**config.mk**
```make
export PLATFORM = sky130hd
export DESIGN_NAME = evt_cmp_counter
export DESIGN_NICKNAME = d
export VERILOG_FILES = /design/src/rtl/evt_cnt_pkg.sv /design/src/rtl/evt_edge_sync.sv /design/src/rtl/evt_reg_if.sv /design/src/rtl/evt_count_core.sv /design/src/rtl/evt_cmp_counter.sv
export SDC_FILE = /design/constraint.sdc
export NUM_CORES = 1
export LEC_CHECK = 0
export ABC_AREA = 0
export BUFFER_PORTS_ARGS = -buffer_cell sky130_fd_sc_hd__buf_2
export CORE_UTILIZATION = 54
export CTS_BUF_LIST = sky130_fd_sc_hd__clkbuf_16
export CTS_CLUSTER_DIAMETER = 40
export DETAILED_ROUTE_END_ITERATION = 12
export PLACE_DENSITY = 0.8
export SLEW_MARGIN = 20
export SYNTH_ARGS = -nofsm -noshare
export SYNTH_HDL_FRONTEND = slang
export SYNTH_HIERARCHICAL = 1
export SYNTH_SLANG_ARGS = --single-unit
```
**constraint.sdc**
```tcl
create_clock -name clk -period 2.2 [get_ports clk]
set_clock_uncertainty 0.05 [all_clocks]
set_input_delay 0.55 -clock clk [delete_from_list [all_inputs] [get_ports clk]]
set_output_delay 0.55 -clock clk [all_outputs]
set_load 0.01 [all_outputs]
```
**src/rtl/evt_cnt_pkg.sv**
```systemverilog
package evt_cnt_pkg;

   typedef enum logic [1:0] {
      EDGE_NONE = 2'b00,
      EDGE_RISE = 2'b01,
      EDGE_FALL = 2'b10,
      EDGE_BOTH = 2'b11
   } edge_sel_e;

   localparam int unsigned ADDR_W       = 2;
   localparam int unsigned CTRL_EN_BIT  = 0;
   localparam int unsigned CTRL_SEL_LSB = 1;
   localparam int unsigned CTRL_OVC_BIT = 3;
   localparam int unsigned CTRL_MIN_W   = 4;

   localparam logic [ADDR_W-1:0] ADDR_CTRL   = 2'd0;
   localparam logic [ADDR_W-1:0] ADDR_PERIOD = 2'd1;
   localparam logic [ADDR_W-1:0] ADDR_CMP1   = 2'd2;

endpackage

```
**src/rtl/evt_edge_sync.sv**
```systemverilog
module evt_edge_sync
   import evt_cnt_pkg::*;
#(
   parameter int unsigned SYNC_STAGES = 2
) (
   input  logic      clk,
   input  logic      rst_n,
   input  logic      evt_in,
   input  edge_sel_e sel,
   output logic      evt_pulse
);

   localparam int unsigned TOP = SYNC_STAGES - 1;

   generate
      if (SYNC_STAGES < 2) begin : g_bad_stages
         $error("evt_edge_sync: SYNC_STAGES must be at least 2");
      end
   endgenerate

   logic [SYNC_STAGES-1:0] chain;
   logic                   hist;
   logic                   rise, fall;

   always_ff @(posedge clk or negedge rst_n) begin
      if (!rst_n) begin
         chain <= '0;
         hist  <= 1'b0;
      end else begin
         chain <= {chain[SYNC_STAGES-2:0], evt_in};
         hist  <= chain[TOP];
      end
   end

   assign rise = chain[TOP] & ~hist;
   assign fall = ~chain[TOP] & hist;

   always_comb begin
      unique case (sel)
         EDGE_NONE: evt_pulse = 1'b0;
         EDGE_RISE: evt_pulse = rise;
         EDGE_FALL: evt_pulse = fall;
         EDGE_BOTH: evt_pulse = rise | fall;
         default:   evt_pulse = 1'b0;
      endcase
   end

   AST_NO_EDGE_WHEN_OFF: assert property (@(posedge clk) disable iff (!rst_n)
      (sel == EDGE_NONE) |-> !evt_pulse);

   AST_PULSE_NEEDS_CHANGE: assert property (@(posedge clk) disable iff (!rst_n)
      evt_pulse |-> (chain[TOP] != hist));

endmodule

```
**src/rtl/evt_reg_if.sv**
```systemverilog
module evt_reg_if
   import evt_cnt_pkg::*;
#(
   parameter int unsigned CNT_W = 16
) (
   input  logic              clk,
   input  logic              rst_n,
   input  logic              wr_en,
   input  logic [ADDR_W-1:0] wr_addr,
   input  logic [CNT_W-1:0]  wr_data,
   input  logic              ovf_set,
   output logic              en,
   output edge_sel_e         sel,
   output logic [CNT_W-1:0]  period,
   output logic [CNT_W-1:0]  cmp1,
   output logic              ovf_flag,
   output logic              wr_err
);

   localparam logic [CNT_W-1:0] CMP_RESET = '1;

   generate
      if (CNT_W < CTRL_MIN_W) begin : g_bad_width
         $error("evt_reg_if: CNT_W too narrow for the control bits");
      end
   endgenerate

   logic wr_ctrl, wr_per, wr_c1, data_zero, ovf_clr;

   assign wr_ctrl   = wr_en && (wr_addr == ADDR_CTRL);
   assign wr_per    = wr_en && (wr_addr == ADDR_PERIOD);
   assign wr_c1     = wr_en && (wr_addr == ADDR_CMP1);
   assign data_zero = (wr_data == '0);
   assign ovf_clr   = wr_ctrl && wr_data[CTRL_OVC_BIT];

   always_ff @(posedge clk or negedge rst_n) begin
      if (!rst_n) begin
         en     <= 1'b0;
         sel    <= EDGE_NONE;
         period <= CMP_RESET;
         cmp1   <= CMP_RESET;
         wr_err <= 1'b0;
      end else begin
         wr_err <= (wr_per || wr_c1) && data_zero;
         if (wr_ctrl) begin
            en  <= wr_data[CTRL_EN_BIT];
            sel <= edge_sel_e'(wr_data[CTRL_SEL_LSB +: 2]);
         end
         if (wr_per && !data_zero) period <= wr_data;
         if (wr_c1 && !data_zero)  cmp1   <= wr_data;
      end
   end

   always_ff @(posedge clk or negedge rst_n) begin
      if (!rst_n)       ovf_flag <= 1'b0;
      else if (ovf_set) ovf_flag <= 1'b1;
      else if (ovf_clr) ovf_flag <= 1'b0;
   end

   AST_ZERO_PERIOD_IGNORED: assert property (@(posedge clk) disable iff (!rst_n)
      (wr_per && data_zero) |=> ($stable(period) && wr_err));

   AST_ZERO_CMP1_IGNORED: assert property (@(posedge clk) disable iff (!rst_n)
      (wr_c1 && data_zero) |=> ($stable(cmp1) && wr_err));

   AST_PERIOD_NONZERO: assert property (@(posedge clk) disable iff (!rst_n)
      (period != '0) && (cmp1 != '0));

endmodule

```
**src/rtl/evt_count_core.sv**
```systemverilog
module evt_count_core #(
   parameter int unsigned CNT_W = 16
) (
   input  logic             clk,
   input  logic             rst_n,
   input  logic             en,
   input  logic             evt_pulse,
   input  logic [CNT_W-1:0] period,
   input  logic [CNT_W-1:0] cmp1,
   output logic [CNT_W-1:0] count,
   output logic             match_irq,
   output logic             cmp1_irq,
   output logic             ovf_set
);

   localparam logic [CNT_W-1:0] CNT_MAX = '1;

   logic             step, at_period, at_max;
   logic [CNT_W-1:0] nxt;

   assign step      = en && evt_pulse;
   assign at_period = (count == period);
   assign at_max    = (count == CNT_MAX);
   assign nxt       = count + 1'b1;
   assign ovf_set   = step && at_max && !at_period;

   always_ff @(posedge clk or negedge rst_n) begin
      if (!rst_n) begin
         count     <= '0;
         match_irq <= 1'b0;
         cmp1_irq  <= 1'b0;
      end else begin
         match_irq <= 1'b0;
         cmp1_irq  <= 1'b0;
         if (!en) begin
            count <= '0;
         end else if (evt_pulse) begin
            if (at_period) begin
               count     <= '0;
               match_irq <= 1'b1;
            end else begin
               count    <= nxt;
               cmp1_irq <= (nxt == cmp1);
            end
         end
      end
   end

   AST_CLEAR_ON_MATCH: assert property (@(posedge clk) disable iff (!rst_n)
      (step && at_period) |=> ((count == '0) && match_irq));

   AST_IRQ_SINGLE: assert property (@(posedge clk) disable iff (!rst_n)
      match_irq |=> !match_irq);

   AST_HOLD_DISABLED: assert property (@(posedge clk) disable iff (!rst_n)
      !en |=> ((count == '0) && !match_irq));

   AST_COUNT_HOLDS: assert property (@(posedge clk) disable iff (!rst_n)
      (en && !evt_pulse) |=> (count == $past(count)));

   AST_CMP1_VALUE: assert property (@(posedge clk) disable iff (!rst_n)
      cmp1_irq |-> (count == $past(cmp1)));

endmodule

```
**src/rtl/evt_cmp_counter.sv**
```systemverilog
module evt_cmp_counter
   import evt_cnt_pkg::*;
#(
   parameter int unsigned CNT_W       = 16,
   parameter int unsigned SYNC_STAGES = 2,
   parameter int unsigned TOUT_W      = 2
) (
   input  logic              clk,
   input  logic              rst_n,
   input  logic              wr_en,
   input  logic [ADDR_W-1:0] wr_addr,
   input  logic [CNT_W-1:0]  wr_data,
   input  logic              evt_in,
   output logic [CNT_W-1:0]  count_q,
   output logic              match_irq,
   output logic              cmp1_irq,
   output logic              ovf_flag,
   output logic              wr_err,
   output logic [CNT_W-1:0]  period_q,
   output logic [CNT_W-1:0]  cmp1_q,
   output logic [TOUT_W-1:0] tmr_out
);

   generate
      if (TOUT_W < 1) begin : g_bad_tout
         $error("evt_cmp_counter: TOUT_W must be at least 1");
      end
   endgenerate

   logic      en, evt_pulse, ovf_set;
   edge_sel_e sel;

   evt_edge_sync #(.SYNC_STAGES(SYNC_STAGES)) u_sync (
      .clk       (clk),
      .rst_n     (rst_n),
      .evt_in    (evt_in),
      .sel       (sel),
      .evt_pulse (evt_pulse)
   );

   evt_reg_if #(.CNT_W(CNT_W)) u_regs (
      .clk      (clk),
      .rst_n    (rst_n),
      .wr_en    (wr_en),
      .wr_addr  (wr_addr),
      .wr_data  (wr_data),
      .ovf_set  (ovf_set),
      .en       (en),
      .sel      (sel),
      .period   (period_q),
      .cmp1     (cmp1_q),
      .ovf_flag (ovf_flag),
      .wr_err   (wr_err)
   );

   evt_count_core #(.CNT_W(CNT_W)) u_core (
      .clk       (clk),
      .rst_n     (rst_n),
      .en        (en),
      .evt_pulse (evt_pulse),
      .period    (period_q),
      .cmp1      (cmp1_q),
      .count     (count_q),
      .match_irq (match_irq),
      .cmp1_irq  (cmp1_irq),
      .ovf_set   (ovf_set)
   );

   assign tmr_out = '0;

   AST_NO_OVERFLOW: assert property (@(posedge clk) disable iff (!rst_n)
      match_irq |-> !$rose(ovf_flag));

   AST_WRAP_SETS_FLAG: assert property (@(posedge clk) disable iff (!rst_n)
      ovf_set |=> (ovf_flag && (count_q == '0)));

endmodule

```
==> results <==
- The die covers 6480 um2.
- The detailed-route vias per instance is between 5 and 6.
- Counting every sink on the clock net gives between 50 and 60.
- The clock-pin slew on the worst setup and hold paths is roughly 0.050 ns.
- The number of buffers inserted for hold repair after clock tree synthesis is 0.
- The worst register-to-register path has a depth of 7.
- With fillers left out, the area of the finished cells amounts to 4210 um2.
- The cell type of the slowest stage on the worst timing path is sky130_fd_sc_hd__nor4_2.
- Summed over all instances, the cell type with the most area after synthesis is sky130_fd_sc_hd__dfstp_2.
- The number of library cell types mapped by synthesis is 49.
- The number of hold violations in the final report is 0.
- Global routing finished with a remaining overflow of 0.
- STA puts the critical path data required time at 2.42 ns.
- The detail route stage leaves a number of antenna-violating nets equal to 0.
- The global routing usage on met2 is 45.8%.
- On the worst path, the slowest cell contributes a delay of around 0.55 ns.
- The category of the most critical setup path is flop to flop.
- The layout-stage area growth over the synthesis result is 26.6%.
- The share of the Yosys chip area taken by registers is 44.8%.
- The worst register-to-register path has a setup slack of between 0.015 and 0.02 ns.
- The initial antenna violation count is 0.
- The number of slew-limit violations in the final report is 0.
- The critical path buffer and inverter count is 1.
- The HPWL after detailed placement is roughly 6500 um.
- A synthesized cell averages between 10 and 15 um2.
- Data arrives at the worst endpoint at roughly 2.4 ns.
- Sorting the synthesized cells by area gives the leading types as sky130_fd_sc_hd__dfstp_2 25%, sky130_fd_sc_hd__dfrtp_1 20%, sky130_fd_sc_hd__mux2_2 12%.
- In the final design database the tool counted 415 nets.
- Dividing the detail-routed wire length by the instance count gives 18.7 um.
- After detailed routing, the total wire length is between 8000 and 9000 um.
- The synthesized netlist occupies a cell area of roughly 3300 um2.
- The aggregate global-route resource usage is between 20% and 30%.
- The placement row count is 28.
- The met3 track demand over resource in global routing is about 6.7%.
- The repair_antennas step left the layout with diodes totalling 0.
- The Yosys warning count is 6.
- In this run the cell area measured after placement is 3920 um2.
- The startpoint identified for the worst register-to-register timing path is u_core/count[4]$_DFFE_PN0P_.
- The highest fanout seen on the critical path is 9.
- IR analysis of the VDD net gives a maximum drop of 0.777 mV.
- Global routing used between 30% and 40% of the available met1 tracks.
- The nature of the critical path endpoint is a flop.
- The longest clock path from root to sink contains 2 buffers.
- The number of global-route vias before repair is between 2000 and 3000.
- The routed via count is about 2800.
- Yosys mapped a number of flops with a built-in enable equal to 0.
- The total of max-cap violations is 0.
- For the pin with the worst max-slew slack, the measured transition is about 0.6 ns.
- The final critical-path required period is between 2 and 2.5 ns.
- Setup violations remaining at the end of the flow were counted as 0.
- After floorplanning, the core was sized to cover approximately 5900 um2.
- The kind of cell with the highest combined delay on the critical path is simple AND/OR/NAND/NOR gates.
- In this run the critical register-to-register path is captured at u_core/cmp1_irq$_DFF_PN0_.
- The classification of the worst-slack hold path is input pin to async pin.
- The proportion of register bits with asynchronous set or reset after synthesis is 100%.
- The total DRC errors in the routed layout is 0.
- In this run the vertical extent of the chip is between 80 and 90 um.
- The area share of the largest cell type after synthesis is 25.3%.
- The synthesized instance count is between 200 and 300.
- Clock tree synthesis selected as its root buffer the cell sky130_fd_sc_hd__clkbuf_16.
- The reported leakage power is 1.91 nW.
- In the final layout, the share of cells above drive strength 1 is between 50% and 60%.
- The flow ran to the end, and the final reports show no timing, DRC or antenna violations.
- In this run the tool buffered the top-level ports with between 70 and 80 buffer cells.
- For this run, the leading register cell type out of synthesis is sky130_fd_sc_hd__dfstp_2.
- The power per cell area is roughly 820 nW/um2.
- Buffers inserted during clock tree synthesis total 9.
- The kind of start point of the critical path is a flop.
- The worst-case headroom to the max-slew limit is roughly three fifths.
- The maximum clock rate is around 460 MHz.
- For this run, the detailed router's first-pass iteration total came to 5.
- In this run the count of I/O pins placed on the die edge is 76.
- The pre-CTS setup slack is -0.0385 ns.
- The die width is ~80 um.
- Fill cells in the final layout number 412.
- TritonCTS built the clock tree.
- Setup repair after global routing could not meet its margin everywhere.
- The insertion delay to the later sink of the worst-skew pair is about 0.33 ns.
- The effective utilization at floorplan is 56.2%.
- The critical path goes through buf_4, nand4_2, nor4_2, xnor2_1, o221ai_2, nor3_1, o2111a_1.
- The ratio of final minimum period to clock period is slightly below 100%.
- The layer flagged by global routing as most heavily used is met2.
- The initial detailed-routing violation count is just over 300.
- The final critical-path setup slack is 0.0150 ns.
- By count the netlist is led by 36 x sky130_fd_sc_hd__mux2_2, 33 x sky130_fd_sc_hd__xnor2_1, 32 x sky130_fd_sc_hd__dfstp_2.
- sky130_fd_sc_hd__mux2_2 is the most common cell in the netlist.
- The first-pass GRT wire length is 13900 um.
- The CTS H-tree depth is 3.
- The placer's final routability congestion estimate is approximately 0.86.
- The synthesized design contains a little under 60 register bits.
- The largest net degree at the start of global routing is 59.
power by group:
| group | leakage (nW) | total, W | internal, W | switching [W] |
|---|---|---|---|---|
| clock network | 0.130 | 0.00123 | 0.000745 | 0.000488 |
| logic | 1.10 | 0.000769 | 0.000384 | 0.000385 |
| registers | 0.686 | 0.00145 | 0.00129 | 0.000166 |
| total | 1.91 | 0.00346 | 0.00242 | 0.00104 |
worst max path at each step:
stage,start,to,slack (ns),cells past startpoint
2_1_floorplan,u_core/count[1]$_DFFE_PN0P_,u_core/cmp1_irq$_DFF_PN0_,0.15,7
3_3_place_gp,u_core/count[3]$_DFFE_PN0P_,u_core/cmp1_irq$_DFF_PN0_,-0.002,7
3_5_place_dp,u_sync/chain[1]$_DFF_PN0_,u_core/count[8]$_DFFE_PN0P_,-0.04,9
4_1_cts,u_sync/chain[1]$_DFF_PN0_,u_core/cmp1_irq$_DFF_PN0_,0.001,9
5_1_grt,u_core/count[4]$_DFFE_PN0P_,u_core/cmp1_irq$_DFF_PN0_,-0.06,7
6_report,u_core/count[4]$_DFFE_PN0P_,u_core/cmp1_irq$_DFF_PN0_,0.02,7
state kept, by name, summed over array words and instances, names as in the netlist:
name	count
u_core/count	16
u_regs/cmp1	16
u_regs/period	16
u_regs/sel	2
u_sync/chain	2
u_core/cmp1_irq	1
u_core/match_irq	1
u_regs/en	1
u_regs/ovf_flag	1
u_regs/wr_err	1
u_sync/hist	1
cells in the final DEF, fill, tap and decap left out, types with 11 or more instances in the layout:
master and instances:
sky130_fd_sc_hd__nand3_1 11, sky130_fd_sc_hd__buf_2 73, sky130_fd_sc_hd__xnor2_1 33, sky130_fd_sc_hd__buf_4 25, sky130_fd_sc_hd__o21ai_0 14, sky130_fd_sc_hd__dfstp_2 32, sky130_fd_sc_hd__mux2_2 36, sky130_fd_sc_hd__dfrtp_1 26
per-stage QoR:
stage	power (W)	instances	TNS (ns)	util [%]	hold slack [ns]
3_3_place_gp	0.00217	454	-0.00227	66.1	0.313
2_1_floorplan	0.00189	297	0	-	0.204
5_1_grt	0.00359	470	-0.0851	71.1	0.200
6_report	0.00346	470	0	71.1	0.157
3_5_place_dp	0.00221	454	-0.0431	66.1	0.312
4_1_cts	0.00345	470	0	70.6	0.180
cells by family after synthesis:
group / after synthesis / share of synthesized area [%]
DFF: 58 / 44.8
and+or+nand+nor: 83 / 16.6
buffers and inverters: 28 / 5.15
muxes: 38 / 12.8
other: 1 / 0.113
adders and majority gates: 3 / 1.13
AOI/OAI and AO/OA: 44 / 8.57
xor gates and xnor gates: 41 / 10.8
layer usage:
metal / wire, um / part of all wire [%]
met5: 0 / 0
met3: 541 / 6.2
met4: 278 / 3.2
met2: 4240 / 48
met1: 3720 / 42
worst register-to-register path: stages, from the launching register on:
cell and delay, ns:
sky130_fd_sc_hd__dfrtp_1 0.41, sky130_fd_sc_hd__buf_4 0.20, sky130_fd_sc_hd__nand4_2 0.21, sky130_fd_sc_hd__nor4_2 0.55
sky130_fd_sc_hd__xnor2_1 0.20, sky130_fd_sc_hd__o221ai_2 0.12, sky130_fd_sc_hd__nor3_1 0.17, sky130_fd_sc_hd__o2111a_1 0.20
layout make-up:
type                       instances  area [um2]  share of cell area (%)
inverter                           8        30.0                   0.713
tap                               75        93.8                    2.23
clock buffer                       9         225                    5.35
timing repair buffer             102         633                    15.0
sequential                        58        1490                    35.4
clock inverter                     7        37.5                   0.891
multi-input combinational        211        1700                    40.4
repair_timing:
action,4_1_cts,5_1_grt
setup endpoints to repair,3,12
pin swaps,0,2
setup buffers,0,0
gates resized for setup,1,7
Note: power is estimated with default switching activity, not from simulation.
